`src/rtl/irq_sel_pkg.sv`:
```
package irq_sel_pkg;

    typedef enum logic [1:0] {
        PRIV_U = 2'b00,
        PRIV_S = 2'b01,
        PRIV_M = 2'b11
    } priv_e;

    // Standard interrupt line positions used by the class ordering
    localparam int IRQ_SSW  = 1;
    localparam int IRQ_MSW  = 3;
    localparam int IRQ_STMR = 5;
    localparam int IRQ_MTMR = 7;
    localparam int IRQ_SEXT = 9;
    localparam int IRQ_MEXT = 11;

    localparam int IDX_W_MAX = 8;

    typedef struct packed {
        logic                 take;
        logic [IDX_W_MAX-1:0] num;
    } irq_pick_t;

endpackage

```
`src/rtl/irq_cand_filter.sv`:
```
module irq_cand_filter
    import irq_sel_pkg::*;
#(
    parameter int NIRQ = 16
) (
    input  logic [NIRQ-1:0] pend,
    input  logic [NIRQ-1:0] deleg,
    input  logic [1:0]      priv,
    input  logic            mie,
    input  logic            sie,
    output logic [NIRQ-1:0] cand
);
    logic            m_en;
    logic            s_en;
    logic [NIRQ-1:0] m_set;
    logic [NIRQ-1:0] s_set;

    always_comb begin
        m_en  = (priv != PRIV_M) || mie;
        s_en  = (priv == PRIV_U) || ((priv == PRIV_S) && sie);
        m_set = pend & ~deleg & {NIRQ{m_en}};
        s_set = pend &  deleg & {NIRQ{s_en}};
        cand  = (|m_set) ? m_set : s_set;
    end
endmodule

```
`src/rtl/irq_class_gate.sv`:
```
module irq_class_gate
    import irq_sel_pkg::*;
#(
    parameter int NIRQ = 16
) (
    input  logic [NIRQ-1:0] cand,
    output logic [NIRQ-1:0] kept
);
    localparam logic [NIRQ-1:0] ONE   = NIRQ'(1);
    localparam logic [NIRQ-1:0] EXT_M = (ONE << IRQ_MEXT) | (ONE << IRQ_SEXT);
    localparam logic [NIRQ-1:0] SW_M  = (ONE << IRQ_MSW)  | (ONE << IRQ_SSW);
    localparam logic [NIRQ-1:0] TMR_M = (ONE << IRQ_MTMR) | (ONE << IRQ_STMR);

    logic [NIRQ-1:0] cust_m;

    generate
        if (NIRQ > IRQ_MEXT + 1) begin : g_cust
            assign cust_m = ~((ONE << (IRQ_MEXT + 1)) - ONE);
        end else begin : g_nocust
            assign cust_m = '0;
        end
    endgenerate

    always_comb begin
        if (|(cand & cust_m))      kept = cand & cust_m;
        else if (|(cand & EXT_M))  kept = cand & EXT_M;
        else if (|(cand & SW_M))   kept = cand & SW_M;
        else if (|(cand & TMR_M))  kept = cand & TMR_M;
        else                       kept = cand;
    end
endmodule

```
`src/rtl/irq_lsb_index.sv`:
```
module irq_lsb_index #(
    parameter int NIRQ = 16,
    parameter int IDW  = $clog2(NIRQ)
) (
    input  logic [NIRQ-1:0] vec,
    output logic            found,
    output logic [IDW-1:0]  idx
);
    function automatic logic [NIRQ-1:0] pos_mask(input int b);
        logic [NIRQ-1:0] m;
        for (int i = 0; i < NIRQ; i++) m[i] = ((i >> b) & 1) == 1;
        return m;
    endfunction

    logic [NIRQ-1:0] lsb;
    assign lsb   = vec & (~vec + NIRQ'(1));
    assign found = |vec;

    generate
        for (genvar b = 0; b < IDW; b++) begin : g_bit
            localparam logic [NIRQ-1:0] SEL = pos_mask(b);
            assign idx[b] = |(lsb & SEL);
        end
    endgenerate
endmodule

```
`src/rtl/irq_prio_select.sv`:
```
module irq_prio_select
    import irq_sel_pkg::*;
#(
    parameter int NIRQ = 16,
    parameter int XLEN = 64
) (
    input  logic            clk,
    input  logic            rst,
    input  logic [NIRQ-1:0] pend_i,
    input  logic [NIRQ-1:0] deleg_i,
    input  logic [1:0]      priv_i,
    input  logic            mie_i,
    input  logic            sie_i,
    input  logic            dbg_active_i,
    output logic            take_o,
    output logic [XLEN-1:0] cause_o
);
    localparam int IDW = (NIRQ > 1) ? $clog2(NIRQ) : 1;

    logic [NIRQ-1:0] cand;
    logic [NIRQ-1:0] kept;
    logic            found;
    logic [IDW-1:0]  idx;
    irq_pick_t       pick_d;
    irq_pick_t       pick_q;

    irq_cand_filter #(.NIRQ(NIRQ)) u_filter (
        .pend (pend_i),
        .deleg(deleg_i),
        .priv (priv_i),
        .mie  (mie_i),
        .sie  (sie_i),
        .cand (cand)
    );

    irq_class_gate #(.NIRQ(NIRQ)) u_class (
        .cand(cand),
        .kept(kept)
    );

    irq_lsb_index #(.NIRQ(NIRQ), .IDW(IDW)) u_lsb (
        .vec  (kept),
        .found(found),
        .idx  (idx)
    );

    always_comb begin
        pick_d      = '0;
        pick_d.take = found && !dbg_active_i;
        if (pick_d.take) pick_d.num = IDX_W_MAX'(idx);
    end

    always_ff @(posedge clk) begin
        if (rst) pick_q <= '0;
        else     pick_q <= pick_d;
    end

    assign take_o  = pick_q.take;
    assign cause_o = pick_q.take ? {1'b1, (XLEN-1)'(pick_q.num)} : '0;
endmodule

```
`config.mk`:
```
export PLATFORM = sky130hd
export DESIGN_NAME = irq_prio_select
export DESIGN_NICKNAME = d
export VERILOG_FILES = /design/src/rtl/irq_sel_pkg.sv /design/src/rtl/irq_cand_filter.sv /design/src/rtl/irq_class_gate.sv /design/src/rtl/irq_lsb_index.sv /design/src/rtl/irq_prio_select.sv
export SDC_FILE = /design/constraint.sdc
export NUM_CORES = 1
export LEC_CHECK = 0
export BUFFER_PORTS_ARGS = -buffer_cell sky130_fd_sc_hd__buf_4
export CAP_MARGIN = 0
export CORE_ASPECT_RATIO = 0.6
export CORE_MARGIN = 4
export CORE_UTILIZATION = 40
export DETAILED_ROUTE_END_ITERATION = 8
export PLACE_DENSITY = 0.74
export SKIP_LAST_GASP = 1
export SLEW_MARGIN = 20
export SYNTH_ARGS = -nofsm -noshare
export SYNTH_HDL_FRONTEND = slang
export SYNTH_SLANG_ARGS = --single-unit
```
`constraint.sdc`:
```
create_clock -name clk -period 2.3 [get_ports clk]
set_clock_uncertainty 0.05 [all_clocks]
set_input_delay 0 -clock clk [delete_from_list [all_inputs] [get_ports clk]]
set_output_delay 0 -clock clk [all_outputs]
set_load 0.01 [all_outputs]
```
==> key figures <==
Placement
  – Final GP Congestion: 0.888
  – DP HPWL: 3340 microns
  – PortBufs: 44

Power and ir drop
  – Peak supply drop: 0.147 mV
  – Reg power frac: 0.167
  – Clk pwr share: 0.291
  – Total power: 574 uW
  – Sw Share: 0.395
  – Leakage power: 0.861 nW
  – Internal power: between 300 and 400 uW
  – Combinational share of power: 0.542
  – PD cells: 328 nW/um^2
  – Sw power: between 200 and 250 uW

Worst setup path
  – Crit. End Element: flip-flop
  – CP arrival: 2010 ps
  – Critical Path RT: 2390 ps
  – Worst Path Max Fanout: 12
  – Critical path class: in2reg
  – Critical path startpoint category: input port

Clocking
  – CTS tree: yes
  – Inserted Clock Buffers: 3
  – Post-CTS Hold Fix Bufs: 0
  – Clock-pin slew on the worst setup and hold paths: approximately 40 ps
  – H-Tree Depth: 1
  – Root Driver: clkbuf_8
  – Post-cts resize count: 0
  – Clock Sink Count: 5
  – Total setup buffers inserted after CTS: 0
  – Clock buffer depth: 2

STA
  – Period utilization: 0.836
  – RSZ-0062 raised after global routing: no
  – Final setup viols: 0
  – FMAX: 0.520 GHz
  – Final hold viol count: 0
  – Setup TNS: 0 ps
  – Max Slew Vio Count: 0
  – Tmin final: 1920 ps

Global routing
  – Vias in the first global route: 1139
  – Largest net degree at the start of global routing: 13
  – Total GRT Usage: 0.135
  – Initial antenna violation count: 0
  – Global route total overflow: 0
  – First-pass GRT wire length: between 5000 and 6000 microns

Drt
  – DRT Pass-1 Iters: 5
  – Post-route DRC: 0
  – Via Count: 1437
  – DRT iter0 DRCs: between 100 and 150
  – Vias per cell: 4.90
  – Antenna Nets Post-Route: 0
  – Total wire length: 3790 microns
  – Wire length per cell: 12.9 microns

Layout
  – Fillers: 373
  – Layout cells sized above 1: 0.321
  – Multi-input gate area: 1170 sq um
  – Sequential cell area: 100 sq um
  – Post-layout nets: 286
  – Syn-to-layout area delta: 12.7%
  – Diode count: 0

Die
  – Io pins: 104
  – Chip height: 56.3 microns
  – Full die area: 4980 sq um
  – Placeable Area: 3700 sq um
  – Horiz. Die Dim: 88.5 microns
  – Initial core utilization: 0.420
  – Row Count: 17

Synth
  – Syn Inst Count: 199
  – Mapped Area: 1550 sq um
  – Post-synth EDFFs: 0
  – Avg Synthesized Cell Area: 7.81 sq um
  – Sequential fraction of the synthesis area: 0.0644
  – Yosys warns: 0
  – Post-synth ARST share: 0
  – Top FF cell, synth: dfxtp_1
  – Yosys reg bits: 5
  – Yosys cell types: 50

Status
  – Status: completed

Min path
  – Worst min path class: in2reg

Job
  – Max-Cap Viols: 0
## final timing paths
kind / from / endpoint / slack, ps / cells after the start
worst max-delay path: priv_i[0] / pick_q[3]$_SDFF_PP0_ / 380 / 9
worst min-delay path: rst / take_o$_SDFF_PP0_ / 20 / 4
## layout by cell type, fill, tap and decap left out, types with 3 or more instances in the layout
| master | count |
|---|---|
| a21oi_1 | 4 |
| a22oi_1 | 3 |
| a31oi_1 | 4 |
| and2_1 | 6 |
| and3_1 | 3 |
| buf_4 | 49 |
| clkbuf_8 | 3 |
| conb_1 | 59 |
| dfxtp_1 | 5 |
| nand2_1 | 21 |
| nand2b_1 | 11 |
| nand2b_4 | 5 |
| nand3_1 | 7 |
| nor2_1 | 5 |
| nor2b_1 | 3 |
| o21ai_0 | 5 |
| o22ai_1 | 7 |
| o32ai_1 | 7 |
| or2_2 | 3 |
## layer usage
layer / up-vias / part of all wire / track usage / wire length [microns]
met3: 7 / 0.13 / 0.0352 / 490
met1: 630 / 0.45 / 0.217 / 1710
met5: - / 0 / 0 / 0
li1: 703 / - / - / -
met2: 97 / 0.41 / 0.170 / 1540
met4: 0 / 0.012 / 0.0366 / 46
## state kept, by name, summed over array words and instances (netlist names)
| signal | count |
|---|---|
| pick_q | 4 |
| take_o | 1 |
## critical path, cell delays in order
cell	delay, ps
buf_4	110
nor2b_1	130
nor3b_1	230
and2_1	390
nand2_4	170
and2_1	200
o41ai_2	420
o41ai_4	170
a311oi_2	200
## power by group through the flow
stage	combinational [mW]	clock, mW	sequential (mW)
after CTS	0.305	0.173	0.0958
after floorplan	0.272	0	0.0970
final	0.311	0.167	0.0958
after detailed placement	0.304	0	0.0972
after global routing	0.336	0.180	0.0967
after global placement	0.304	0	0.0972
## metrics by stage
step	utilization	std cells	area, sq um	setup slack, ps	hold WS, ps
after floorplan	-	257	1770	488	147
after global placement	0.461	289	1710	228	262
after detailed placement	0.461	289	1710	179	262
after CTS	0.473	293	1750	398	23.5
after global routing	0.473	293	1750	259	43.7
final	0.473	293	1750	378	25.0
## logic make-up (layout without fill, tap and decap cells)
family | after synthesis | in the layout | share of synthesized area
buffers and inverters | 66 | 55 | 0.321
AND/OR/NAND/NOR | 75 | 75 | 0.300
AO/OA/AOI/OAI | 51 | 51 | 0.305
flip-flops | 5 | 5 | 0.0644
multiplexers | 1 | 1 | 0.00644
other | 1 | 59 | 0.00241
## synthesized netlist by cell type, types with 4 or more instances
| library cell | count | area share |
|---|---|---|
| a21oi_1 | 4 | 0.013 |
| a31oi_1 | 4 | 0.016 |
| and2_1 | 6 | 0.024 |
| buf_4 | 60 | 0.29 |
| dfxtp_1 | 5 | 0.064 |
| nand2_1 | 21 | 0.051 |
| nand2b_1 | 11 | 0.044 |
| nand2b_4 | 5 | 0.044 |
| nand3_1 | 7 | 0.023 |
| nor2_1 | 5 | 0.012 |
| o21ai_0 | 5 | 0.016 |
| o22ai_1 | 7 | 0.028 |
| o32ai_1 | 7 | 0.039 |
## area by class of cell
class | count | area share
Clock buffer | 4 | 0.0257
Inverter | 2 | 0.00429
Multi-Input combinational cell | 186 | 0.669
Sequential cell | 5 | 0.0571
Tap cell | 47 | 0.0336
Timing Repair Buffer | 49 | 0.210
Power figures use the tool's default switching activity.
